`config.mk`:
```
export PLATFORM = sky130hd
export DESIGN_NAME = fram_probe
export DESIGN_NICKNAME = d
export VERILOG_FILES = /design/src/rtl/fram_probe_pkg.sv /design/src/rtl/fram_spi_byte.sv /design/src/rtl/fram_id_decode.sv /design/src/rtl/fram_probe_seq.sv /design/src/rtl/fram_probe.sv
export SDC_FILE = /design/constraint.sdc
export NUM_CORES = 1
export LEC_CHECK = 0
export BUFFER_PORTS_ARGS = -buffer_cell sky130_fd_sc_hd__buf_2
export CORE_ASPECT_RATIO = 1.75
export CORE_UTILIZATION = 52
export CTS_CLUSTER_DIAMETER = 60
export DETAILED_ROUTE_END_ITERATION = 16
export GPL_TIMING_DRIVEN = 0
export PLACE_DENSITY = 0.76
export SLEW_MARGIN = 20
export SYNTH_ARGS = -nofsm -noshare
export SYNTH_HDL_FRONTEND = slang
export SYNTH_HIERARCHICAL = 1
export SYNTH_SLANG_ARGS = --single-unit
```
`constraint.sdc`:
```
create_clock -name clk -period 2.4 [get_ports clk]
set_input_delay 0.48 -clock clk [delete_from_list [all_inputs] [get_ports clk]]
set_output_delay 0.48 -clock clk [all_outputs]
set_load 0.005 [all_outputs]
```
`src/rtl/fram_probe_pkg.sv`:
```
package fram_probe_pkg;

   localparam logic [7:0] OP_STATUS = 8'h05;
   localparam logic [7:0] OP_IDENT  = 8'h9F;
   localparam logic [7:0] OP_SERIAL = 8'hC3;

   typedef enum logic [2:0] {
      S_IDLE,
      S_OPEN,
      S_CMD,
      S_DATA,
      S_EVAL,
      S_GAP
   } seq_state_t;

   typedef enum logic [1:0] {
      PH_STAT,
      PH_IDENT,
      PH_SERIAL
   } phase_t;

   typedef enum logic [1:0] {
      FLT_NONE    = 2'd0,
      FLT_ABSENT  = 2'd1,
      FLT_VENDOR  = 2'd2,
      FLT_DENSITY = 2'd3
   } fault_t;

endpackage

```
`src/rtl/fram_spi_byte.sv`:
```
module fram_spi_byte #(
   parameter int HALF_DIV = 2
) (
   input  logic       clk,
   input  logic       rst_n,
   input  logic       go,
   input  logic [7:0] tx_byte,
   input  logic       miso,
   output logic       sclk,
   output logic       mosi,
   output logic       byte_done,
   output logic [7:0] rx_byte
);

   localparam int CW = (HALF_DIV > 1) ? $clog2(HALF_DIV) : 1;

   logic       busy_q;
   logic       tick;
   logic [2:0] bitn;
   logic [7:0] shreg;

   generate
      if (HALF_DIV == 1) begin : g_nodiv
         assign tick = busy_q;
      end else begin : g_div
         logic [CW-1:0] cnt;
         always_ff @(posedge clk or negedge rst_n) begin
            if (!rst_n)             cnt <= '0;
            else if (!busy_q || tick) cnt <= '0;
            else                    cnt <= cnt + 1'b1;
         end
         assign tick = busy_q && (cnt == CW'(HALF_DIV - 1));
      end
   endgenerate

   always_ff @(posedge clk or negedge rst_n) begin
      if (!rst_n) begin
         busy_q    <= 1'b0;
         sclk      <= 1'b0;
         mosi      <= 1'b0;
         byte_done <= 1'b0;
         rx_byte   <= '0;
         bitn      <= '0;
         shreg     <= '0;
      end else begin
         byte_done <= 1'b0;
         if (go && !busy_q) begin
            busy_q <= 1'b1;
            shreg  <= tx_byte;
            mosi   <= tx_byte[7];
            bitn   <= '0;
            sclk   <= 1'b0;
         end else if (tick) begin
            if (!sclk) begin
               sclk    <= 1'b1;
               rx_byte <= {rx_byte[6:0], miso};
            end else begin
               sclk <= 1'b0;
               if (bitn == 3'd7) begin
                  busy_q    <= 1'b0;
                  byte_done <= 1'b1;
                  mosi      <= 1'b0;
               end else begin
                  bitn  <= bitn + 1'b1;
                  shreg <= {shreg[6:0], 1'b0};
                  mosi  <= shreg[6];
               end
            end
         end
      end
   end

endmodule

```
`src/rtl/fram_id_decode.sv`:
```
module fram_id_decode #(
   parameter logic [7:0] VENDOR_CODE = 8'hC2,
   parameter logic [7:0] DENS_MIN    = 8'h21,
   parameter logic [7:0] DENS_MAX    = 8'h26,
   parameter int         BASE_LOG2   = 14,
   parameter int         WIDE_LIM    = 65536,
   parameter int         CAP_W       = 20
) (
   input  logic [7:0]       vend,
   input  logic [7:0]       dens,
   input  logic [7:0]       flag,
   output logic             vend_ok,
   output logic             dens_ok,
   output logic             has_sn,
   output logic [CAP_W-1:0] cap,
   output logic [1:0]       width
);

   logic [7:0] shamt;

   always_comb begin
      vend_ok = (vend == VENDOR_CODE);
      dens_ok = (dens >= DENS_MIN) && (dens <= DENS_MAX);
      has_sn  = |flag;
      shamt   = dens - DENS_MIN + 8'(BASE_LOG2);
      cap     = dens_ok ? ({{(CAP_W-1){1'b0}}, 1'b1} << shamt) : '0;
      width   = (cap > CAP_W'(WIDE_LIM)) ? 2'd3 : 2'd2;
   end

endmodule

```
`src/rtl/fram_probe_seq.sv`:
```
module fram_probe_seq
   import fram_probe_pkg::*;
#(
   parameter int ID_LEN     = 9,
   parameter int SN_LEN     = 8,
   parameter int VENDOR_IDX = 6,
   parameter int DENS_IDX   = 7,
   parameter int FLAG_IDX   = 8,
   parameter int GAP_CYC    = 2,
   parameter int CAP_W      = 20
) (
   input  logic                clk,
   input  logic                rst_n,
   input  logic                start,
   input  logic                byte_done,
   input  logic [7:0]          rx_byte,
   output logic                go,
   output logic [7:0]          tx_byte,
   output logic                cs_n,
   output logic [7:0]          vend_q,
   output logic [7:0]          dens_q,
   output logic [7:0]          flag_q,
   input  logic                vend_ok,
   input  logic                dens_ok,
   input  logic                has_sn,
   input  logic [CAP_W-1:0]    cap_in,
   input  logic [1:0]          width_in,
   output logic                busy,
   output logic                done,
   output logic                valid,
   output logic                error,
   output logic [1:0]          fault,
   output logic [CAP_W-1:0]    capacity,
   output logic [1:0]          addr_bytes,
   output logic [8*SN_LEN-1:0] serial
);

   localparam int MAXLEN = (ID_LEN > SN_LEN) ? ID_LEN : SN_LEN;
   localparam int IW     = $clog2(MAXLEN);
   localparam int GW     = $clog2(GAP_CYC + 1);

   seq_state_t      state;
   phase_t          phase;
   fault_t          fault_q;
   logic [IW-1:0]   idx;
   logic [IW-1:0]   last_idx;
   logic [GW-1:0]   gap;
   logic            stat_busy_q;

   function automatic logic [7:0] opcode_of(phase_t p);
      case (p)
         PH_STAT:   return OP_STATUS;
         PH_IDENT:  return OP_IDENT;
         default:   return OP_SERIAL;
      endcase
   endfunction

   always_comb begin
      case (phase)
         PH_STAT:  last_idx = '0;
         PH_IDENT: last_idx = IW'(ID_LEN - 1);
         default:  last_idx = IW'(SN_LEN - 1);
      endcase
   end

   assign fault = fault_q;

   always_ff @(posedge clk or negedge rst_n) begin
      if (!rst_n) begin
         state       <= S_IDLE;
         phase       <= PH_STAT;
         fault_q     <= FLT_NONE;
         idx         <= '0;
         gap         <= '0;
         stat_busy_q <= 1'b0;
         go          <= 1'b0;
         tx_byte     <= '0;
         cs_n        <= 1'b1;
         vend_q      <= '0;
         dens_q      <= '0;
         flag_q      <= '0;
         busy        <= 1'b0;
         done        <= 1'b0;
         valid       <= 1'b0;
         error       <= 1'b0;
         capacity    <= '0;
         addr_bytes  <= '0;
         serial      <= '0;
      end else begin
         go <= 1'b0;
         case (state)
            S_IDLE: begin
               if (start) begin
                  busy       <= 1'b1;
                  done       <= 1'b0;
                  valid      <= 1'b0;
                  error      <= 1'b0;
                  fault_q    <= FLT_NONE;
                  capacity   <= '0;
                  addr_bytes <= '0;
                  serial     <= '0;
                  phase      <= PH_STAT;
                  state      <= S_OPEN;
               end
            end
            S_OPEN: begin
               cs_n    <= 1'b0;
               go      <= 1'b1;
               tx_byte <= opcode_of(phase);
               idx     <= '0;
               state   <= S_CMD;
            end
            S_CMD: begin
               if (byte_done) begin
                  go      <= 1'b1;
                  tx_byte <= 8'h00;
                  state   <= S_DATA;
               end
            end
            S_DATA: begin
               if (byte_done) begin
                  case (phase)
                     PH_STAT: stat_busy_q <= rx_byte[0];
                     PH_IDENT: begin
                        if (idx == IW'(VENDOR_IDX)) vend_q <= rx_byte;
                        if (idx == IW'(DENS_IDX))   dens_q <= rx_byte;
                        if (idx == IW'(FLAG_IDX))   flag_q <= rx_byte;
                     end
                     default: serial <= {serial[8*SN_LEN-9:0], rx_byte};
                  endcase
                  if (idx == last_idx) begin
                     cs_n  <= 1'b1;
                     state <= S_EVAL;
                  end else begin
                     idx <= idx + 1'b1;
                     go  <= 1'b1;
                  end
               end
            end
            S_EVAL: begin
               case (phase)
                  PH_STAT: begin
                     if (stat_busy_q) begin
                        fault_q <= FLT_ABSENT;
                        error   <= 1'b1;
                        done    <= 1'b1;
                        busy    <= 1'b0;
                        state   <= S_IDLE;
                     end else begin
                        phase <= PH_IDENT;
                        state <= S_GAP;
                     end
                  end
                  PH_IDENT: begin
                     if (!vend_ok || !dens_ok) begin
                        fault_q <= !vend_ok ? FLT_VENDOR : FLT_DENSITY;
                        error   <= 1'b1;
                        done    <= 1'b1;
                        busy    <= 1'b0;
                        state   <= S_IDLE;
                     end else begin
                        capacity   <= cap_in;
                        addr_bytes <= width_in;
                        if (has_sn) begin
                           phase <= PH_SERIAL;
                           state <= S_GAP;
                        end else begin
                           valid <= 1'b1;
                           done  <= 1'b1;
                           busy  <= 1'b0;
                           state <= S_IDLE;
                        end
                     end
                  end
                  default: begin
                     valid <= 1'b1;
                     done  <= 1'b1;
                     busy  <= 1'b0;
                     state <= S_IDLE;
                  end
               endcase
            end
            S_GAP: begin
               if (gap == GW'(GAP_CYC - 1)) begin
                  gap   <= '0;
                  state <= S_OPEN;
               end else begin
                  gap <= gap + 1'b1;
               end
            end
            default: state <= S_IDLE;
         endcase
      end
   end

endmodule

```
`src/rtl/fram_probe.sv`:
```
module fram_probe #(
   parameter int         HALF_DIV    = 2,
   parameter int         GAP_CYC     = 2,
   parameter int         ID_LEN      = 9,
   parameter int         SN_LEN      = 8,
   parameter int         VENDOR_IDX  = 6,
   parameter int         DENS_IDX    = 7,
   parameter int         FLAG_IDX    = 8,
   parameter logic [7:0] VENDOR_CODE = 8'hC2,
   parameter logic [7:0] DENS_MIN    = 8'h21,
   parameter logic [7:0] DENS_MAX    = 8'h26,
   parameter int         BASE_LOG2   = 14,
   parameter int         WIDE_LIM    = 65536,
   localparam int        CAP_W       = BASE_LOG2 + int'(DENS_MAX) - int'(DENS_MIN) + 1
) (
   input  logic                clk,
   input  logic                rst_n,
   input  logic                start,
   output logic                spi_sclk,
   output logic                spi_cs_n,
   output logic                spi_mosi,
   input  logic                spi_miso,
   output logic                busy,
   output logic                done,
   output logic                valid,
   output logic                error,
   output logic [1:0]          fault,
   output logic [CAP_W-1:0]    capacity,
   output logic [1:0]          addr_bytes,
   output logic [8*SN_LEN-1:0] serial
);

   generate
      if (HALF_DIV < 1) begin : g_bad_div
         $error("HALF_DIV must be at least 1");
      end
      if (GAP_CYC < 1) begin : g_bad_gap
         $error("GAP_CYC must be at least 1");
      end
      if (DENS_MAX < DENS_MIN) begin : g_bad_dens
         $error("density range is empty");
      end
      if (VENDOR_IDX >= ID_LEN || DENS_IDX >= ID_LEN || FLAG_IDX >= ID_LEN) begin : g_bad_idx
         $error("identification field index beyond record length");
      end
      if (SN_LEN < 2) begin : g_bad_sn
         $error("SN_LEN must be at least 2");
      end
   endgenerate

   logic             go;
   logic [7:0]       tx_byte;
   logic             byte_done;
   logic [7:0]       rx_byte;
   logic [7:0]       vend_q;
   logic [7:0]       dens_q;
   logic [7:0]       flag_q;
   logic             vend_ok;
   logic             dens_ok;
   logic             has_sn;
   logic [CAP_W-1:0] cap_dec;
   logic [1:0]       width_dec;

   fram_spi_byte #(.HALF_DIV(HALF_DIV)) u_byte (
      .clk       (clk),
      .rst_n     (rst_n),
      .go        (go),
      .tx_byte   (tx_byte),
      .miso      (spi_miso),
      .sclk      (spi_sclk),
      .mosi      (spi_mosi),
      .byte_done (byte_done),
      .rx_byte   (rx_byte)
   );

   fram_id_decode #(
      .VENDOR_CODE (VENDOR_CODE),
      .DENS_MIN    (DENS_MIN),
      .DENS_MAX    (DENS_MAX),
      .BASE_LOG2   (BASE_LOG2),
      .WIDE_LIM    (WIDE_LIM),
      .CAP_W       (CAP_W)
   ) u_dec (
      .vend    (vend_q),
      .dens    (dens_q),
      .flag    (flag_q),
      .vend_ok (vend_ok),
      .dens_ok (dens_ok),
      .has_sn  (has_sn),
      .cap     (cap_dec),
      .width   (width_dec)
   );

   fram_probe_seq #(
      .ID_LEN     (ID_LEN),
      .SN_LEN     (SN_LEN),
      .VENDOR_IDX (VENDOR_IDX),
      .DENS_IDX   (DENS_IDX),
      .FLAG_IDX   (FLAG_IDX),
      .GAP_CYC    (GAP_CYC),
      .CAP_W      (CAP_W)
   ) u_seq (
      .clk        (clk),
      .rst_n      (rst_n),
      .start      (start),
      .byte_done  (byte_done),
      .rx_byte    (rx_byte),
      .go         (go),
      .tx_byte    (tx_byte),
      .cs_n       (spi_cs_n),
      .vend_q     (vend_q),
      .dens_q     (dens_q),
      .flag_q     (flag_q),
      .vend_ok    (vend_ok),
      .dens_ok    (dens_ok),
      .has_sn     (has_sn),
      .cap_in     (cap_dec),
      .width_in   (width_dec),
      .busy       (busy),
      .done       (done),
      .valid      (valid),
      .error      (error),
      .fault      (fault),
      .capacity   (capacity),
      .addr_bytes (addr_bytes),
      .serial     (serial)
   );

endmodule

```
==> PnR_summary.wiki, run 1 <==
{| class="wikitable"
! Metric !! Value
|-
| Area growth from synthesis to layout || 20.67%
|-
| Distinct cell type count of the synthesized netlist || a little under 70
|-
| Slew Viols, Final || 0
|-
| Max-cap violations || 0
|-
| Cts bufs inserted || 17
|-
| Multi-input combinational cell area || about 2900 um^2
|-
| Critical Path Start Type || flip-flop
|-
| Total inserted antenna cells || 0
|-
| Effective utilization at floorplan || 53.80%
|-
| DR pass1 iterations || 4
|-
| Cell taking the most area after synthesis || sky130_fd_sc_hd__dfrtp_1
|-
| Worst Clk Skew || between 0.008 and 0.009 ns
|-
| Post-layout min period || 2.352 ns
|-
| Achievable Freq || 425.2 MHz
|-
| Via count of the first global-routing pass || 5,568
|-
| Total Wirelength || about 17 mm
|-
| Leakage power || 4.300 nW
|-
| Detailed Place HPWL || 11.52 mm
|-
| Maximum number of pins on one net before global-route repair || between 100 and 150
|-
| Detailed router's first-iteration violation count || 360
|-
| Worst setup slack after layout || roughly 0.048 ns
|-
| Nets || between 800 and 900
|-
| Cell row count || between 50 and 60
|-
| Worst r2r path cells || 9
|-
| Setup Viol. Count Final || 0
|-
| Remaining max-slew budget at the tightest pin || between 60% and 70%
|-
| Via count of the routed design || 5,658
|-
| Power per cell area || between 1000 and 1500 nW/um^2
|-
| Dominant register cell in the synthesized netlist || sky130_fd_sc_hd__dfrtp_1
|-
| Remaining antenna violation count || 0
|-
| Number of ports placed on the die boundary || just under 100
|-
| Syn Inst Count || roughly 700
|-
| Post-synthesis area per instance || 10.15 um^2
|-
| Clock tree from TritonCTS || done
|-
| Hold crit path type || in2reg
|-
| Worst slew pin tran || 0.5738 ns
|-
| Outcome || completed
|-
| Final cycle utilization of the critical path || 98.00%
|-
| Synth async-reset ratio || 100.0%
|-
| Residual DRC || 0
|-
| Hold path cells || 2
|-
| Portion of the post-synthesis area used by sequential elements || between 50% and 60%
|-
| Worst ir drop on vdd || about 530 uV
|-
| Port-buffer cells || 98
|-
| Most area-consuming cells after synthesis || sky130_fd_sc_hd__dfrtp_1 (54%), sky130_fd_sc_hd__nand2_1 (8.1%), sky130_fd_sc_hd__o21ai_0 (5.3%), sky130_fd_sc_hd__mux2_2 (4.2%), sky130_fd_sc_hd__nand4_1 (2.1%)
|-
| Critical path data arrival time || roughly 2.6 ns
|-
| Gpl congestion || between 0.8 and 0.9
|-
| Initial antenna violation count || 0
|-
| Vertical die dimension || between 150 and 200 um
|-
| Capturing element type of the critical path || flip-flop
|-
| Maximum fanout along the worst path || 10
|-
| Deepest level of the CTS H-tree || 4
|-
| Critical Path RT || 2.69 ns
|-
| Cell area after synthesis || about 7300 um^2
|-
| Sink Count || 158
|-
| Number of warnings issued by yosys || 6
|-
| Setup Total Neg Slack || 0 ns
|-
| Die X || slightly above 90 um
|-
| Total gr overflow || 0
|-
| Clock Latency Late Sink || around 0.42 ns
|-
| Global-route wire length before repair || 27.11 mm
|-
| Buffer levels on the longest clock path || 2
|-
| Synthesized flop and latch total || approximately 160
|-
| Filler Cells Inserted || between 1,000 and 1,500
|-
| DR WL/cell || about 16 um
|-
| Area of the die || around 14,000 um^2
|-
| Fraction of final layout cells with drive strength greater than 1 || between 20% and 30%
|-
| Global-route usage over all layers || 23.77%
|-
| Hold Vio Cnt, Final || 0
|-
| Type of the worst setup path || reg2reg
|-
| Register Area || approximately 4000 um^2
|-
| Core Box Area || 13,520 um^2
|-
| Most frequent cells after synthesis || sky130_fd_sc_hd__dfrtp_1 (157), sky130_fd_sc_hd__nand2_1 (157), sky130_fd_sc_hd__o21ai_0 (77)
|-
| Library cell used as clock root buffer || sky130_fd_sc_hd__clkbuf_16
|-
| EDFF count, synth || 0
|-
| Post-Place Worst Slack || -0.5739 ns
|-
| Share of the synthesized area in the top cell type || a little over half
|-
| Clock-pin slew on the worst setup and hold paths || roughly 0.060 ns
|-
| DR vias/cell || 5.435
|}
==> flip-flops by register name (all words and copies together) (netlist names), 2 cells and up <==
| register | cells |
|---|---|
| u_byte/bitn | 3 |
| u_seq/phase | 2 |
| u_seq/tx_byte | 5 |
| u_seq/fault | 2 |
| u_seq/capacity | 20 |
| u_seq/serial | 64 |
| u_seq/state | 3 |
| u_seq/dens_q | 8 |
| u_seq/addr_bytes | 2 |
| u_seq/gap | 2 |
| u_seq/idx | 4 |
| u_seq/vend_q | 8 |
| u_byte/rx_byte | 8 |
| u_seq/flag_q | 8 |
| u_byte/shreg | 7 |
==> power by group <==
group	internal (mW)	switching, mW	total (mW)
clock	1.55	1.13	2.68
sequential	3.50	0.695	4.19
combinational	1.28	1.66	2.94
==> metrics by stage <==
stage / total power [mW] / instances / instance area (um^2) / hold WS, ns / utilization, %
after floorplan: 5.828 / 726 / 7316 / 0.1844 / -
after global placement: 7.007 / 998 / 8024 / 0.4704 / 59.34
after detailed placement: 7.112 / 999 / 8061 / 0.4408 / 59.61
after CTS: 9.853 / 1036 / 8736 / 0.3071 / 64.60
after global routing: 10.43 / 1041 / 8780 / 0.3102 / 64.92
final: 9.811 / 1041 / 8780 / 0.3194 / 64.92
==> layout by cell type, fill, tap and decap left out, types with 10 or more instances in the layout <==
cell type / synthesis / routed
sky130_fd_sc_hd__clkbuf_16: 0 / 17
sky130_fd_sc_hd__mux2_2: 27 / 27
sky130_fd_sc_hd__dfrtp_1: 157 / 155
sky130_fd_sc_hd__inv_1: 33 / 33
sky130_fd_sc_hd__clkbuf_1: 17 / 17
sky130_fd_sc_hd__buf_4: 19 / 27
sky130_fd_sc_hd__conb_1: 3 / 12
sky130_fd_sc_hd__o21ai_0: 77 / 73
sky130_fd_sc_hd__nand4_1: 24 / 24
sky130_fd_sc_hd__ha_1: 10 / 10
sky130_fd_sc_hd__nor2_1: 19 / 18
sky130_fd_sc_hd__buf_2: 10 / 106
sky130_fd_sc_hd__o21ai_1: 22 / 25
sky130_fd_sc_hd__nand2_1: 157 / 157
sky130_fd_sc_hd__mux2i_1: 13 / 13
==> path summary, 6_finish.rpt <==
path	endpoint	slack, ns	from
worst min register to register	u_seq/serial[62]$_DFFE_PN0P_	0.49	u_seq/serial[62]$_DFFE_PN0P_
worst max register to register	u_seq/capacity[4]$_DFFE_PN0P_	0.05	u_seq/vend_q[0]$_DFFE_PN0P_
worst min-delay path	u_byte/rx_byte[0]$_DFFE_PN0P_	0.32	spi_miso
max in group asynchronous	u_seq/dens_q[0]$_DFFE_PN0P_	0.98	rst_n
min in group asynchronous	u_byte/bitn[0]$_DFFE_PN0P_	0.59	rst_n
worst max-delay path	u_seq/capacity[4]$_DFFE_PN0P_	0.05	u_seq/vend_q[0]$_DFFE_PN0P_
==> logic make-up after synthesis <==
family | after synthesis | synth area share [%]
compound gates | 140 | 11.06
xor+xnor | 5 | 0.6019
fa+ha+maj | 10 | 1.720
buf+inv | 92 | 6.724
flops | 158 | 54.36
mux | 48 | 7.618
other cells | 3 | 0.1548
simple gates | 261 | 17.76
==> layout make-up <==
type | instances | area share [%]
inverter | 33 | 1.411
multi-input combinational | 476 | 32.98
sequential | 158 | 45.08
clock inverter | 15 | 1.810
clock buffer | 17 | 4.845
timing repair buffer | 109 | 6.940
buffer | 59 | 4.461
tap | 174 | 2.480
==> worst max-delay path: stages (launching register included) <==
cell and delay (ns):
sky130_fd_sc_hd__dfrtp_1 0.38, sky130_fd_sc_hd__or4b_4 0.56, sky130_fd_sc_hd__nor4_4 0.27, sky130_fd_sc_hd__and4b_1 0.27, sky130_fd_sc_hd__buf_6 0.12, sky130_fd_sc_hd__a21oi_1 0.08
sky130_fd_sc_hd__nor3_2 0.13, sky130_fd_sc_hd__buf_4 0.19, sky130_fd_sc_hd__buf_8 0.13, sky130_fd_sc_hd__o21ai_0 0.08
==> repair_timing <==
action	4_1_cts	5_1_grt
gates resized for setup	15	6
pin swaps	4	6
hold buffers	1	0
setup endpoints to repair	30	26
cloned	1	0
setup buffers	3	5
hold endpoints to repair	15	0
==> per-layer routing <==
layer  GRT usage, %  vias up  routed length [um]
met4          11.79        0                 579
li1               -     2700                   -
met2          42.82      186                8772
met3          4.202       44                 657
met5              0        -                   0
met1          27.00     2728                6538
Power figures use the tool's default switching activity.
==> run 2: changes to the inputs <==
- MAX_ROUTING_LAYER: default -> met4
==> run 2 against run 1 <==
Net effect: register-to-register slack barely moved; fmax rose by 0.40%; critical endpoint unchanged; clock power barely moved; critical path type unchanged; final area did not move; sequential share of layout area did not move.
==> PnR_summary.wiki, run 2 (synthesis results as in run 1) <==
{| class="wikitable"
! Metric !! Value
|-
| Detailed router's first-iteration violation count || between 300 and 400
|-
| Biggest regs || u_seq/serial (64), u_seq/capacity (20)
|-
| Maximum fanout along the worst path || 10
|-
| Fraction of final layout cells with drive strength greater than 1 || between 20% and 30%
|-
| Hold path cells || 2
|-
| Type of the worst setup path || reg2reg
|-
| Area growth from synthesis to layout || 20.67%
|-
| Library cell used as clock root buffer || sky130_fd_sc_hd__clkbuf_16
|-
| Max-cap violations || 0
|-
| Global-route track usage on met3 || 3.820%
|-
| Leading cell type in the layout, fill and taps excluded || sky130_fd_sc_hd__nand2_1
|-
| Worst r2r path cells || 9
|-
| Total non-filler cell area in the finished layout || a little under 9000 um^2
|-
| Port-buffer cells || 98
|-
| Post-Place Worst Slack || -0.5739 ns
|-
| Met1 Track Usage GR || between 20% and 30%
|-
| Placed cell areas || 8061 um^2
|-
| Worst setup slack after layout || 0.05731 ns
|-
| Clock tree from TritonCTS || done
|-
| Remaining max-slew budget at the tightest pin || between 60% and 70%
|-
| Clock-pin slew on the worst setup and hold paths || 0.06 ns
|-
| Launch instance of the worst register-to-register path || u_seq/vend_q[0]$_DFFE_PN0P_
|-
| Post-layout min period || 2.343 ns
|-
| Vertical die dimension || ~160 um
|-
| GR Util met2 || between 40% and 50%
|-
| Clock Latency Late Sink || ~0.42 ns
|-
| Post-layout util || 64.92%
|-
| Leakage power || between 4 and 5 nW
|-
| Gpl congestion || between 0.8 and 0.9
|-
| Critical path launch point || u_seq/vend_q[0]$_DFFE_PN0P_
|-
| Global-route wire length before repair || around 27 mm
|-
| Number of flip-flops in the largest register || 64
|-
| Worst Clk Skew || 0.008244 ns
|-
| Final cycle utilization of the critical path || a little over nine tenths
|-
| Global-route usage over all layers || roughly 25%
|-
| Number of ports placed on the die boundary || 99
|-
| Placed cells || about 1,000
|-
| Worst ir drop on vdd || around 530 uV
|-
| Cell row count || 56
|-
| Register with the most flip-flops || u_seq/serial
|-
| Die X || 91.42 um
|-
| Total inserted antenna cells || 0
|-
| Total Wirelength || between 15 and 20 mm
|-
| DR pass1 iterations || 4
|-
| Effective utilization at floorplan || a little over half
|-
| DR vias/cell || roughly 5.5
|-
| Critical path data arrival time || 2.63 ns
|-
| Deepest level of the CTS H-tree || 4
|-
| Top Usage Layer GRT || met2
|-
| Total gr overflow || 0
|-
| Sink Count || 158
|-
| Capturing element type of the critical path || flip-flop
|-
| Via count of the first global-routing pass || around 5,600
|-
| Critical Path RT || 2.69 ns
|-
| Buffer levels on the longest clock path || 2
|-
| Outcome || completed
|-
| Initial antenna violation count || 0
|-
| Endpoint of the worst-slack reg-to-reg timing path || u_seq/capacity[4]$_DFFE_PN0P_
|-
| Via count of the routed design || 5,677
|-
| Residual DRC || 0
|-
| Maximum number of pins on one net before global-route repair || approximately 100
|-
| DR WL/cell || between 15 and 20 um
|-
| Critical Path End || u_seq/capacity[4]$_DFFE_PN0P_
|-
| Remaining antenna violation count || 0
|-
| Core Box Area || around 14,000 um^2
|-
| Post-layout instance count excluding filler cells || about 1,000
|-
| Power per cell area || between 1000 and 1500 nW/um^2
|-
| Top library cells by usage in the layout, fill and taps aside || sky130_fd_sc_hd__nand2_1 (157), sky130_fd_sc_hd__dfrtp_1 (155), sky130_fd_sc_hd__buf_2 (106), sky130_fd_sc_hd__o21ai_0 (74), sky130_fd_sc_hd__inv_1 (33)
|-
| Area of the die || between 10,000 and 15,000 um^2
|-
| Achievable Freq || around 430 MHz
|-
| Cts bufs inserted || 17
|-
| Critical Path Start Type || flip-flop
|-
| Hold crit path type || in2reg
|-
| Setup Viol. Count Final || 0
|-
| FF-to-FF setup slack || between 0.05 and 0.06 ns
|-
| Hold Vio Cnt, Final || 0
|-
| Nets || 868
|-
| Detailed Place HPWL || about 12 mm
|-
| Slew Viols, Final || 0
|-
| Setup Total Neg Slack || 0 ns
|-
| Worst slew pin tran || about 0.57 ns
|}
==> run 2: cell types whose count changed in the layout (fill, tap and decap cells not counted) <==
cell and delta:
sky130_fd_sc_hd__o21ai_1 -1, sky130_fd_sc_hd__o21ai_0 +1
==> run 2: how the worst min path moves through the flow <==
stage,from,endpoint,slack (ns)
after floorplan,rst_n,u_byte/bitn[0]$_DFFE_PN0P_,0.18
after CTS,spi_miso,u_byte/rx_byte[0]$_DFFE_PN0P_,0.31
after global placement,u_seq/serial[61]$_DFFE_PN0P_,u_seq/serial[61]$_DFFE_PN0P_,0.47
final,spi_miso,u_byte/rx_byte[0]$_DFFE_PN0P_,0.32
after detailed placement,rst_n,u_byte/bitn[0]$_DFFE_PN0P_,0.44
after global routing,spi_miso,u_byte/rx_byte[0]$_DFFE_PN0P_,0.31
==> run 2: area by class of cell <==
type                            count  area, um^2
Fill cell                        1047        4743
Sequential cell                   158        3958
Multi-Input combinational cell    476        2895
Timing Repair Buffer              109       609.3
Clock buffer                       17       425.4
Buffer                             59       391.6
Tap cell                          174       217.7
Clock inverter                     15       158.9
Inverter                           33       123.9
==> run 2: power breakdown <==
group          switching [mW]  internal (mW)  leakage [nW]  total (mW)
combinational            1.66           1.28          1.92        2.94
sequential              0.695           3.50          2.10        4.19
clock                    1.13           1.55         0.281        2.67
total                    3.48           6.33          4.30        9.80
==> run 2: per-stage QoR <==
| step | power [mW] | hold WS, ns |
|---|---|---|
| finish | 9.803 | 0.3185 |
| global route | 10.43 | 0.3096 |
| CTS | 9.853 | 0.3071 |
| detailed placement | 7.112 | 0.4408 |
| global placement | 7.007 | 0.4704 |
| floorplan | 5.828 | 0.1844 |
==> run 2: worst max-delay path, cell delays in order, from the launching register on <==
cell and delay [ns]:
sky130_fd_sc_hd__dfrtp_1 0.38, sky130_fd_sc_hd__or4b_4 0.56, sky130_fd_sc_hd__nor4_4 0.26, sky130_fd_sc_hd__and4b_1 0.27, sky130_fd_sc_hd__buf_6 0.12, sky130_fd_sc_hd__a21oi_1 0.09
sky130_fd_sc_hd__nor3_2 0.13, sky130_fd_sc_hd__buf_4 0.19, sky130_fd_sc_hd__buf_8 0.13, sky130_fd_sc_hd__o21ai_0 0.08
==> run 2: layer usage <==
layer	wire length [um]	share of wire [%]
met1	6653	40
met2	8739	53
met3	564	3.4
met4	533	3.2
met5	0	0
==> run 2: timing repair <==
item                                    CTS  global route
buffers inserted                          3             5
hold buffers                              1             0
cloned                                    1             0
hold endpoints to repair                 15             0
pin swaps                                 4             6
endpoints found under the setup margin   30            26
resized for setup                        15             5
